--- config.mk ---
export PLATFORM = sky130hd
export DESIGN_NAME = aclk_master_gen
export DESIGN_NICKNAME = d
export VERILOG_FILES = /design/src/rtl/aclk_pkg.sv /design/src/rtl/aclk_cfg_reg.sv /design/src/rtl/aclk_bit_div.sv /design/src/rtl/aclk_frame_div.sv /design/src/rtl/aclk_master_gen.sv
export SDC_FILE = /design/constraint.sdc
export NUM_CORES = 1
export LEC_CHECK = 0
export BUFFER_PORTS_ARGS = -buffer_cell sky130_fd_sc_hd__buf_2
export CAP_MARGIN = 10
export CORE_MARGIN = 4
export CORE_UTILIZATION = 53
export CTS_BUF_LIST = sky130_fd_sc_hd__clkbuf_4
export CTS_CLUSTER_SIZE = 16
export DETAILED_ROUTE_END_ITERATION = 10
export PLACE_DENSITY_LB_ADDON = 0.3
export SLEW_MARGIN = 20
export SYNTH_ARGS = -nofsm -noshare
export SYNTH_HDL_FRONTEND = slang
export SYNTH_SLANG_ARGS = --single-unit
--- constraint.sdc ---
create_clock -name clk -period 2.05 [get_ports clk]
set_clock_uncertainty 0.15 [all_clocks]
set_input_delay 0.41 -clock clk [delete_from_list [all_inputs] [get_ports clk]]
set_output_delay 0.41 -clock clk [all_outputs]
set_load 0.005 [all_outputs]
--- src/rtl/aclk_pkg.sv ---
// Package: shared constants and the mode-to-ratio decode for the
// master-mode audio clock generator. Assumes the ratio fits RATIO_W bits.
package aclk_pkg;

    parameter int RATIO_W = 11;
    parameter int MODE_W  = 4;

    // Master cycles per sample for a mode code; 0 marks a reserved code.
    function automatic logic [RATIO_W-1:0] ratio_of(input logic [2:0] sel);
        case (sel)
            3'b000:  ratio_of = RATIO_W'(256);
            3'b001:  ratio_of = RATIO_W'(1024);
            3'b100:  ratio_of = RATIO_W'(384);
            3'b101:  ratio_of = RATIO_W'(768);
            3'b110:  ratio_of = RATIO_W'(512);
            3'b111:  ratio_of = RATIO_W'(256);
            default: ratio_of = '0;
        endcase
    endfunction

endpackage

--- src/rtl/aclk_cfg_reg.sv ---
// Configuration holder: loads the mode field and bit-clock width on a
// write strobe and derives the bit-clock half period and the run flag.
// Assumes cfg_wr is a one-cycle synchronous strobe.
module aclk_cfg_reg
    import aclk_pkg::*;
#(
    parameter int BFS_LO = 32,
    parameter int HW     = 5
) (
    input  logic              clk,
    input  logic              rst_n,
    input  logic              cfg_wr,
    input  logic [MODE_W-1:0] mode_in,
    input  logic              wide_in,
    output logic [HW-1:0]     half,
    output logic              wide,
    output logic              run
);

    localparam int LO_SHIFT = $clog2(2 * BFS_LO);
    localparam int HI_SHIFT = LO_SHIFT + 1;

    logic [2:0]         sel_q;
    logic               wide_q;
    logic [RATIO_W-1:0] ratio;
    logic [RATIO_W-1:0] shifted;
    logic               cfg_unused;

    // The top mode bit carries no meaning.
    assign cfg_unused = mode_in[MODE_W-1];

    // Load the configuration on a write; the reset default is code 111 with 32 periods.
    always_ff @(posedge clk) begin
        if (!rst_n) begin
            sel_q  <= 3'b111;
            wide_q <= 1'b0;
        end else if (cfg_wr) begin
            sel_q  <= mode_in[2:0];
            wide_q <= wide_in;
        end
    end

    // Derive the bit-clock half period in master cycles.
    always_comb begin
        ratio   = ratio_of(sel_q);
        shifted = wide_q ? (ratio >> HI_SHIFT) : (ratio >> LO_SHIFT);
        half    = shifted[HW-1:0];
        run     = (ratio != '0);
    end

    assign wide = wide_q;

endmodule

--- src/rtl/aclk_bit_div.sv ---
// Bit-clock divider: toggles bclk every `half` master cycles, giving a
// 50% duty cycle for any whole half period, odd values included.
// Assumes half >= 2 whenever run is set.
module aclk_bit_div #(
    parameter int HW = 5
) (
    input  logic          clk,
    input  logic          rst_n,
    input  logic          restart,
    input  logic          run,
    input  logic [HW-1:0] half,
    output logic          bclk,
    output logic          fall_tick
);

    logic [HW-1:0] hcnt;
    logic          at_end;

    // Flag the last cycle of the current half period.
    assign at_end    = (hcnt == half - HW'(1));
    assign fall_tick = run && bclk && at_end && !restart;

    // Count the half period and toggle the bit clock at its end.
    always_ff @(posedge clk) begin
        if (!rst_n || restart || !run) begin
            hcnt <= '0;
            bclk <= 1'b0;
        end else if (at_end) begin
            hcnt <= '0;
            bclk <= ~bclk;
        end else begin
            hcnt <= hcnt + HW'(1);
        end
    end

endmodule

--- src/rtl/aclk_frame_div.sv ---
// Frame-clock divider: counts bit-clock falling edges and toggles fclk
// after BFS_LO/2 or BFS_LO of them, with a strobe on each fclk fall.
// Assumes fall_tick is high for one cycle before each bclk fall.
module aclk_frame_div #(
    parameter int BFS_LO = 32
) (
    input  logic clk,
    input  logic rst_n,
    input  logic restart,
    input  logic run,
    input  logic wide,
    input  logic fall_tick,
    output logic fclk,
    output logic frame_start
);

    localparam int BW     = $clog2(BFS_LO);
    localparam int N_NARW = BFS_LO / 2;
    localparam int N_WIDE = BFS_LO;

    logic [BW-1:0] bcnt;
    logic [BW-1:0] last;

    // Last bit index of one frame-clock level.
    assign last = wide ? BW'(N_WIDE - 1) : BW'(N_NARW - 1);

    // Count bit periods per level, toggle fclk and strobe on its falling edge.
    always_ff @(posedge clk) begin
        if (!rst_n || restart || !run) begin
            bcnt        <= '0;
            fclk        <= 1'b0;
            frame_start <= 1'b0;
        end else if (fall_tick && bcnt == last) begin
            bcnt        <= '0;
            fclk        <= ~fclk;
            frame_start <= fclk;
        end else begin
            if (fall_tick) begin
                bcnt <= bcnt + BW'(1);
            end
            frame_start <= 1'b0;
        end
    end

endmodule

--- src/rtl/aclk_master_gen.sv ---
// Top: master-mode audio clock generator. Combines the configuration
// holder with the bit and frame dividers. Assumes cfg_wr is a one-cycle
// strobe in the master clock domain.
module aclk_master_gen
    import aclk_pkg::*;
#(
    parameter int BFS_LO    = 32,
    parameter int MAX_RATIO = 1024
) (
    input  logic              clk,
    input  logic              rst_n,
    input  logic              cfg_wr,
    input  logic [MODE_W-1:0] mode_code,
    input  logic              wide_bclk,
    output logic              bclk,
    output logic              fclk,
    output logic              frame_start,
    output logic              cfg_err
);

    localparam int HALF_MAX = MAX_RATIO / (2 * BFS_LO);
    localparam int HW       = $clog2(HALF_MAX + 1);

    logic [HW-1:0] half;
    logic          wide;
    logic          run;
    logic          fall_tick;

    aclk_cfg_reg #(.BFS_LO(BFS_LO), .HW(HW)) u_cfg (
        .clk     (clk),
        .rst_n   (rst_n),
        .cfg_wr  (cfg_wr),
        .mode_in (mode_code),
        .wide_in (wide_bclk),
        .half    (half),
        .wide    (wide),
        .run     (run)
    );

    aclk_bit_div #(.HW(HW)) u_bit (
        .clk       (clk),
        .rst_n     (rst_n),
        .restart   (cfg_wr),
        .run       (run),
        .half      (half),
        .bclk      (bclk),
        .fall_tick (fall_tick)
    );

    aclk_frame_div #(.BFS_LO(BFS_LO)) u_frm (
        .clk         (clk),
        .rst_n       (rst_n),
        .restart     (cfg_wr),
        .run         (run),
        .wide        (wide),
        .fall_tick   (fall_tick),
        .fclk        (fclk),
        .frame_start (frame_start)
    );

    // Error flag follows the loaded code; it is low in reset because the default is valid.
    assign cfg_err = !run;

endmodule

==> results of run 1 <==
==> power groups by stage <==
stage | clock, mW | sequential, mW | combinational, mW
6_report | 0.191 | 0.346 | 0.136
5_1_grt | 0.220 | 0.347 | 0.149
4_1_cts | 0.201 | 0.345 | 0.119
3_5_place_dp | 0 | 0.353 | 0.111
3_3_place_gp | 0 | 0.353 | 0.108
2_1_floorplan | 0 | 0.350 | 0.0823
==> worst register-to-register path, delay by kind of cell (launching register included) <==
kind,cells,cell delay (ns)
simple gates,4,0.58
compound gates,3,0.48
xor+xnor,1,0.18
flops,1,0.35
fa+ha+maj,1,0.34
buf+inv,1,0.20
==> stage by stage <==
| step | instance area, µm² | cells | utilization | hold slack (ns) | setup WS [ns] |
|---|---|---|---|---|---|
| floorplan | 1028 | 119 | - | 0.2908 | -0.1419 |
| global placement | 1152 | 159 | 0.6532 | 0.3107 | -0.1858 |
| detailed placement | 1152 | 159 | 0.6532 | 0.3201 | -0.2436 |
| CTS | 1211 | 166 | 0.6865 | 0.1689 | -0.2832 |
| global route | 1267 | 168 | 0.7184 | 0.1757 | -0.4536 |
| finish | 1267 | 168 | 0.7184 | 0.1772 | -0.3336 |
==> layout by cell type (no fill, tap or decap), types with 2 or more instances in the layout <==
cell	netlist	final
nand3_1	6	6
mux2i_1	7	7
nand2_1	15	13
or3_4	1	2
nand2_2	0	2
buf_4	0	15
a21oi_1	5	4
a31o_2	2	2
nand3b_1	2	2
xnor2_1	3	2
xor2_1	4	4
dfxtp_2	0	2
ha_1	3	2
buf_2	3	10
dfxtp_1	17	15
inv_1	4	4
nor2_1	8	8
o21ai_1	1	3
nand4_1	5	5
clkbuf_4	0	4
==> routing by layer <==
| layer | up-vias | part of all wire |
|---|---|---|
| li1 | 471 | - |
| met1 | 428 | 0.45 |
| met2 | 36 | 0.47 |
| met3 | 2 | 0.077 |
| met4 | 0 | 0.0045 |
| met5 | - | 0 |
==> final cells by class <==
| type | instances | area (µm²) |
|---|---|---|
| fillers | 143 | 496.7 |
| inverters | 4 | 15.01 |
| repair buffers | 26 | 173.9 |
| flip-flops and latches | 17 | 342.8 |
| multi-input cells | 92 | 674.4 |
| clock buffers | 4 | 30.03 |
| well taps | 25 | 31.28 |
==> timing repair <==
| action | in CTS | in global routing |
|---|---|---|
| hold endpoints to repair | 0 | 0 |
| endpoints found under the setup margin | 13 | 13 |
| resized for setup | 5 | 10 |
| gates cloned | 0 | 0 |
| setup buffers | 3 | 2 |
| pin swaps | 8 | 9 |
==> Yosys cell counts, drive strengths merged, types with 2 or more instances <==
library cell	number	area share
clkbuf	3	0.011
a31o	2	0.017
nand2	15	0.056
xor2	4	0.035
buf	3	0.015
mux2i	7	0.070
nor3	2	0.021
nand3	6	0.030
xnor2	3	0.026
inv	4	0.015
nor2b	2	0.020
nand4	5	0.031
dfxtp	17	0.34
ha	3	0.037
nand3b	2	0.015
nor2	8	0.030
and4	2	0.017
a21oi	5	0.025
or3	3	0.024
o21ai	4	0.020
and2	2	0.015
==> worst min path at each step <==
| stage | slack (ns) | startpoint | to | depth (start not counted) |
|---|---|---|---|---|
| 3_5_place_dp | 0.32 | u_bit.hcnt[0] | u_bit.hcnt[0] | 1 |
| 3_3_place_gp | 0.31 | u_bit.hcnt[0] | u_bit.hcnt[0] | 1 |
| 6_report | 0.18 | rst_n | u_cfg.sel_q[1] | 2 |
| 5_1_grt | 0.18 | rst_n | u_cfg.sel_q[2] | 2 |
| 4_1_cts | 0.17 | rst_n | u_cfg.sel_q[1] | 2 |
| 2_1_floorplan | 0.29 | u_bit.hcnt[0] | u_bit.hcnt[0] | 1 |
==> logic make-up (layout without fill, tap and decap cells) <==
kind of cell    after synthesis  in the layout  synth area share
buf+inv                      10             34           0.04119
flops                        17             17            0.3396
simple gates                 54             54            0.3084
compound gates               21             21            0.1423
mux                           7              7           0.06992
fa+ha+maj                     3              3           0.03746
xor+xnor                      7              7           0.06117
==> flip-flops by register name, indices dropped and copies added (netlist names) <==
name	flops
u_bit.hcnt	5
u_frm.bcnt	5
u_cfg.sel_q	3
u_bit.bclk	1
u_cfg.wide	1
u_frm.fclk	1
u_frm.frame_start	1
==> impl_metrics.csv, run 1 <==
group,metric,value,unit
sta,rsz0062_at_grt,"yes",
sta,maxSlewViolCount,0,
hold_path,hold_path.class,"in2reg",
final_layout,final_nets,155,
logic_synthesis,synth-warning-count,0,
power,power_frac_comb,0.202,
critical_path,crit_slowest_cell,"dfxtp_2",
placed_design,post-dp-hpwl,1543,µm
power,netSwitchingFraction,0.2631,
placed_design,portBuffers,10,
floorplanning,die_height,51.49,µm
critical_path,slowest_delay,0.35,ns
logic_synthesis,ys_seq_area_frac,0.3396,
global_route,met3_usage,0.06122,
sta,setup_tns,-4.016,ns
power,p_leak,0.5281,nW
power,ir_drop,0.4969,mV
global_route,grt_max_degree,10,
power,power.density,530.9,nW/µm²
floorplanning,start_util,0.5681,
clocking,clock_sinks,17,
global_route,grt_pass1_vias,868,
global_route,grt_pass1_wl,3691,µm
global_route,overflow,0,
logic_synthesis,ys_types,43,
critical_path,endpoint,"u_bit.hcnt[4]",
critical_path,crit_buf_inv,1,
floorplanning,ioPinCount,12,
critical_path,worstRegToRegCells,10,
critical_path,regToRegSetupSlack,-0.33,ns
global_route,antenna_found_initial,0,
route,first_pass_iters,5,
power,p_sw,0.1771,mW
clocking,clock_latency,0.29,ns
global_route,gr-usage-met2,0.3008,
power,pwr-share-clk,0.283,
power,intPower,0.4958,mW
clocking,ctsHoldBuffers,0,
final_layout,drive_gt1_frac,0.3497,
logic_synthesis,synth_edf_count,0,
route,drc,0,
sta,worst_pin_slew,0.2736,ns
critical_path,r2r-start,"u_cfg.sel_q[0]",
logic_synthesis,syn-num-nets,130,
logic_synthesis,synth_cells,119,
route,viasPerCell,5.577,
critical_path,cp-start-kind,"flop",
critical_path,worstPathMaxFanout,5,
clocking,cts_tree,"done",
status,status,"finished with violations",
clocking,clk_pin_slew,0.10,ns
clocking,cts_buffers,3,
floorplanning,die_area,2651,µm²
sta,finalCriticalPeriod,2.384,ns
clocking,cts_buffer_depth,2,
route,ant_nets,0,
global_route,grt.busiest_layer,"met2",
clocking,root_buffer,"clkbuf_4",
critical_path,r2r-end,"u_bit.hcnt[4]",
sta,fin_ws,-0.3336,ns
route,wl,2227,µm
sta,hold_violations,0,
route,vias,937,
critical_path,path_cells,"or2_1, nand2_1, a22oi_1, ha_2, xor2_1, o21a_1, nand4_1, buf_4, o21ai_2, nor2_1",
sta,period_share,1.163,
power,fin_total_pwr,0.6729,mW
floorplanning,core,1764,µm²
global_route,grtUsageTotal,0.1824,
floorplanning,rows,15,
critical_path,cp.depth,10,
placed_design,place_congestion,0.8001,
sta,setup_viol,13,
logic_synthesis,syn_avg_cell_area,8.422,µm²
critical_path,arrival,2.41,ns
logic_synthesis,synthArstFlopShare,0,
clocking,htree_levels,1,
global_route,grt_use_met1,0.2343,
logic_synthesis,ys_ff_latch,17,
route,wl_per_cell,13.26,µm
status,violations,"negative setup slack",
sta,relSlewSlack,0.8161,
critical_path,critical_path_class,"reg2reg",
power,seq_power_share,0.514,
logic_synthesis,ys.flop_type,"dfxtp_1",
sta,fmax,419.5,MHz
logic_synthesis,synthesis.area,1002,µm²
flow_run,max-cap-violations,0,
critical_path,crit_required,2.08,ns
critical_path,startpoint,"u_cfg.sel_q[0]",
floorplanning,die_w,51.49,µm
final_layout,syn2layout_area_growth,26.47,%
critical_path,setup.worst_path.end_class,"flop",
route,drt_iter0_drc,37,
final_layout,antennaDiodeCount,0,
critical_path,crit_family,"simple AND/OR/NAND/NOR gates",
No activity file was read; power rests on OpenSTA's default activity.
==> inputs of run 2 (changes only) <==
BUFFER_PORTS_ARGS = -buffer_cell sky130_fd_sc_hd__buf_4   (was -buffer_cell sky130_fd_sc_hd__buf_2)
CTS_BUF_LIST = sky130_fd_sc_hd__clkbuf_8   (was sky130_fd_sc_hd__clkbuf_4)
SETUP_SLACK_MARGIN = 0.15   (was not set)
==> run 2 against run 1 <==
The run still ends with negative setup slack left; register-to-register slack gained 0.06 ns; design area grew 2.6%; first-iteration DRC count shrank 8.1%; routed wire length grew 4.2%; core utilization grew 1.8 points; critical endpoint is now u_frm.bcnt[0]; largest cell class unchanged; highest routed layer unchanged.
==> impl_metrics.csv, run 2 (same netlist as run 1, synthesis figures left out) <==
group,metric,value,unit
final_layout,antennaDiodeCount,0,
route,vias,941,
final_layout,final_nets,157,
critical_path,startpoint,"u_cfg.sel_q[1]",
clocking,root_buffer,"clkbuf_8",
power,power.density,560.3,nW/µm²
route,viasPerCell,5.535,
floorplanning,die_area,2651,µm²
sta,maxSlewViolCount,0,
hold_path,min_from,"rst_n",
clocking,cts_buffer_depth,2,
final_layout,final_cell_mix,"buf_4, dfxtp_1, nand2_1",
placed_design,place_inst,160,
floorplanning,die_w,51.49,µm
clocking,clock_sinks,17,
global_route,overflow,0,
sta,setup_viol,13,
flow_run,max-cap-violations,0,
floorplanning,ioPinCount,12,
critical_path,worstRegToRegCells,9,
route,drt_iter0_drc,34,
sta,hold_violations,0,
hold_path,hold_path.class,"in2reg",
final_layout,drive_gt1_frac,0.3310,
sta,fmax,431.2,MHz
status,violations,"negative setup slack",
route,first_pass_iters,4,
final_layout,syn2layout_area_growth,29.71,%
critical_path,worstPathMaxFanout,4,
route,drc,0,
clocking,cts_tree,"done",
global_route,grt_pass1_wl,4077,µm
critical_path,arrival,2.36,ns
critical_path,cp-start-kind,"flop",
critical_path,r2r-start,"u_cfg.sel_q[1]",
sta,worst_pin_slew,0.3112,ns
clocking,htree_levels,1,
status,status,"finished with violations",
sta,finalCriticalPeriod,2.319,ns
floorplanning,die_height,51.49,µm
route,wl,2321,µm
clocking,clk_pin_slew,0.06,ns
power,ir_drop,0.5470,mV
placed_design,place_congestion,0.8378,
hold_path,hold_path_depth,2,
final_layout,reg_top3,"u_bit.hcnt x5, u_frm.bcnt x5, u_cfg.sel_q x3",
final_layout,n_fill_cell,134,
floorplanning,start_util,0.5681,
route,wl_per_cell,13.65,µm
final_layout,instances_no_fill,170,
power,p_leak,0.5430,nW
final_layout,final_common_cell,"buf_4",
placed_design,dp_slack,-0.2611,ns
placed_design,portBuffers,10,
clocking,clock_latency,0.25,ns
clocking,cts_buffers,3,
critical_path,setup.worst_path.end_class,"flop",
critical_path,crit_required,2.09,ns
sta,relSlewSlack,0.7912,
global_route,grt_pass1_vias,917,
placed_design,post-dp-hpwl,1574,µm
global_route,antenna_found_initial,0,
sta,period_share,1.131,
sta,fin_ws,-0.2691,ns
global_route,grt_max_degree,10,
floorplanning,core,1764,µm²
sta,rsz0062_at_grt,"yes",
floorplanning,rows,15,
route,ant_nets,0,
clocking,ctsHoldBuffers,0,
sta,setup_tns,-2.800,ns
critical_path,critical_path_class,"reg2reg",
global_route,grtUsageTotal,0.2023,
[run 2: metal layers]
layer  part of all wire  track usage
met2               0.48       0.3369
met3              0.055      0.05539
met4              0.011      0.06550
met5                  0            0
met1               0.45       0.2496
[run 2: final cells by class]
class	instances	area, µm²	area share
multi-input combinational	92	655.6	0.5043
tap	25	31.28	0.02406
timing repair buffer	28	210.2	0.1617
clock inverter	1	3.754	0.002887
sequential	17	342.8	0.2637
inverter	4	15.01	0.01155
clock buffer	3	41.29	0.03176
[run 2: worst max-delay path, cell delays in order (launching register included)]
cell,delay [ns]
dfxtp_2,0.33
or2_1,0.24
nand2_1,0.07
a22oi_1,0.06
ha_2,0.34
xor2_1,0.15
o21a_1,0.15
nand4_1,0.21
nor3_4,0.34
mux2i_1,0.22
[run 2: power by group]
part	internal (mW)	total (mW)	switching (mW)	leakage, nW
Clock	0.133	0.243	0.110	0.0269
Combinational	0.0739	0.140	0.0660	0.379
Sequential	0.338	0.346	0.00803	0.137
[run 2: per-stage QoR]
step,power (mW),utilization,instance area (µm²),hold WS (ns)
detailed placement,0.4721,0.6716,1185,0.3218
floorplan,0.4320,-,1028,0.2908
CTS,0.7279,0.7241,1277,0.1992
global placement,0.4672,0.6716,1185,0.3128
global route,0.7654,0.7369,1300,0.2086
finish,0.7284,0.7369,1300,0.2038
[run 2: timing repair]
action	CTS	global route
resized for setup	9	0
pin swaps	8	4
setup buffers	3	3
endpoints found under the setup margin	13	13
[run 2: worst paths after layout]
| check | end | slack (ns) |
|---|---|---|
| worst min-delay path | u_cfg.sel_q[1] | 0.20 |
| worst min register to register | u_bit.hcnt[0] | 0.33 |
| worst max register to register | u_frm.bcnt[0] | -0.27 |
| worst max-delay path | u_frm.bcnt[0] | -0.27 |
==> inputs of run 3 (changes only) <==
ABC_AREA = 1   (was not set)
GPL_TIMING_DRIVEN = 0   (was not set)
REMOVE_ABC_BUFFERS = 1   (was not set)
==> run 3 against run 2 <==
Global-route usage fell by 2.2 points; highest routed layer unchanged; sequential share of layout area up 1.8 points; critical path depth grew 2; setup slack got worse by 0.026 ns; via count decreased by 1.2%; count of clock-buffer cells in the layout did not move; design area down 4.3%; final cell count increased by 9.4%; clock power barely moved; register-to-register slack got worse by 0.03 ns; worst hold slack better by 0.028 ns; critical endpoint unchanged; the run still ends with negative setup slack left; routed wire length down 13%.
==> impl_metrics.csv, run 3 <==
group,metric,value,unit
critical_path,cp-start-kind,"flop",
route,wl_per_cell,10.85,µm
sta,hold_violations,0,
sta,maxSlewViolCount,0,
global_route,antenna_found_initial,0,
route,met2WireLength,990,µm
final_layout,final_cell_mix,"nand2_1, inv_1, nor2_1",
clocking,cts_buffers,3,
final_layout,post-route-cell-area,1244,µm²
logic_synthesis,synth-warning-count,0,
route,drc,0,
clocking,htree_levels,1,
route,wl,2018,µm
sta,period_share,1.144,
placed_design,portBuffers,10,
power,power.density,566.8,nW/µm²
sta,fmax,426.5,MHz
logic_synthesis,ys_ff_latch,17,
placed_design,place_inst,179,
logic_synthesis,syn_avg_cell_area,6.864,µm²
critical_path,startpoint,"u_cfg.wide",
power,ir_drop,0.5659,mV
critical_path,regToRegSetupSlack,-0.29,ns
logic_synthesis,synth_edf_count,0,
logic_synthesis,ys_seq_area_frac,0.3396,
floorplanning,start_util,0.5681,
critical_path,arrival,2.34,ns
clocking,cts_tree,"done",
global_route,grtUsageTotal,0.1800,
logic_synthesis,synth_area_leader_cell,"dfxtp_1",
global_route,grt_max_degree,11,
logic_synthesis,yosys.area.top_type_share,0.3396,
power,fin_total_pwr,0.7049,mW
final_layout,final_common_cell,"nand2_1",
status,violations,"negative setup slack",
final_layout,syn2layout_area_growth,24.09,%
route,ant_nets,0,
route,drt_iter0_drc,14,
global_route,grt_pass1_wl,3532,µm
clocking,clock_sinks,17,
final_layout,fin_util,0.7050,
logic_synthesis,yosys-top-cells-count,"nand2_1, inv_1, dfxtp_1",
clocking,clk_pin_slew,0.06,ns
clocking,cts_buffer_depth,2,
global_route,overflow,0,
floorplanning,die_w,51.49,µm
critical_path,slowest_delay,0.36,ns
logic_synthesis,synth_cells,146,
critical_path,crit_slowest_cell,"dfxtp_4",
final_layout,instances_no_fill,186,
logic_synthesis,ys.flop_type,"dfxtp_1",
placed_design,dp_slack,-0.3772,ns
sta,setup_viol,13,
flow_run,max-cap-violations,0,
route,first_pass_iters,4,
floorplanning,die_area,2651,µm²
critical_path,crit_required,2.05,ns
hold_path,hold_path_depth,3,
logic_synthesis,yosysMostFrequentCell,"nand2_1",
route,wl_met1,886,µm
floorplanning,ioPinCount,12,
logic_synthesis,synthesis.area,1002,µm²
final_layout,reg_top3,"u_bit.hcnt x5, u_frm.bcnt x5, u_cfg.sel_q x3",
floorplanning,die_height,51.49,µm
sta,relSlewSlack,0.6265,
sta,finalCriticalPeriod,2.345,ns
critical_path,setup.worst_path.end_class,"flop",
sta,rsz0062_at_grt,"yes",
global_route,grt_pass1_vias,849,
critical_path,path_cells,"nor4_4, a31oi_2, ha_1, xor2_1, nand4_1, nor2_4, nand2_4, nor2_4, nand3_2, nand2_4, nor2_1",
route,vias,930,
route,met3_length,84,µm
critical_path,critical_path_class,"reg2reg",
route,viasPerCell,5.000,
critical_path,worstRegToRegCells,11,
sta,fin_ws,-0.2949,ns
placed_design,post-dp-hpwl,1461,µm
route,top_layer_used,"met4",
critical_path,r2r-start,"u_cfg.wide",
critical_path,r2r-end,"u_frm.bcnt[0]",
floorplanning,rows,15,
logic_synthesis,synth_top_cells_by_area,"dfxtp_1, nand2_1, inv_1",
status,status,"finished with violations",
placed_design,place_area,1100,µm²
critical_path,worstPathMaxFanout,5,
placed_design,place_congestion,0.8237,
final_layout,antennaDiodeCount,0,
floorplanning,core,1764,µm²
sta,worst_pin_slew,0.5603,ns
clocking,clock_latency,0.25,ns
hold_path,hold_path.class,"in2reg",
logic_synthesis,ys_types,24,
logic_synthesis,synthArstFlopShare,0,
final_layout,drive_gt1_frac,0.2795,
critical_path,endpoint,"u_frm.bcnt[0]",
power,p_leak,0.5539,nW
final_layout,final_nets,173,
clocking,root_buffer,"clkbuf_8",
==> run 3: worst min path at each step <==
stage,from,to,slack (ns)
3_3_place_gp,u_frm.fclk,u_frm.frame_start,0.31
3_5_place_dp,u_frm.fclk,u_frm.frame_start,0.32
4_1_cts,mode_code[2],u_cfg.sel_q[2],0.23
6_report,mode_code[2],u_cfg.sel_q[2],0.23
2_1_floorplan,u_bit.hcnt[0],u_bit.hcnt[0],0.29
5_1_grt,wide_bclk,u_cfg.wide,0.25
==> run 3: metal layers <==
layer,track usage,up-vias
met4,0.06987,0
li1,-,497
met3,0.05539,6
met1,0.2043,411
met5,0,-
met2,0.3114,16
==> run 3: per-stage QoR <==
step	hold WS [ns]	setup TNS [ns]
floorplan	0.2907	-0.3433
global placement	0.3111	-1.983
detailed placement	0.3176	-3.553
CTS	0.2319	-2.354
global route	0.2486	-4.638
finish	0.2321	-2.674
==> run 3: power breakdown <==
group | internal, mW | switching [mW] | total, mW
logic | 0.0397 | 0.0689 | 0.109
clock network | 0.135 | 0.111 | 0.245
registers | 0.338 | 0.0134 | 0.351
total | 0.512 | 0.193 | 0.705
==> run 3: cell families (layout without fill, tap and decap cells) <==
group,count (synthesis),in the layout,synth area share
and+or+nand+nor,79,79,0.3945
buffers and inverters,25,40,0.09488
DFF,17,17,0.3396
AOI/OAI and AO/OA,16,16,0.08115
xor gates and xnor gates,6,6,0.05243
adders and majority gates,3,3,0.03746
==> run 3: cell type report <==
cell class              instances  area [µm²]
well taps                      25       31.28
inverters                      23       88.84
repair buffers                 13       101.3
clock inverters                 1       5.005
multi-input cells             104       625.6
flip-flops and latches         17       350.3
clock buffers                   3       41.29
fillers                       146       520.5
==> run 3: repair_timing <==
| item | in CTS | in global routing |
|---|---|---|
| hold buffers | 0 | 0 |
| setup buffers | 3 | 1 |
| gates resized for setup | 10 | 13 |
| pin swaps | 2 | 7 |
| setup endpoints to repair | 13 | 13 |
==> run 3: worst max-delay path, delay by kind of cell, from the launching register on <==
| kind | cells | cell delay [ns] |
|---|---|---|
| fa+ha+maj | 1 | 0.33 |
| simple gates | 8 | 1.18 |
| xor+xnor | 1 | 0.16 |
| flops | 1 | 0.36 |
| compound gates | 1 | 0.06 |
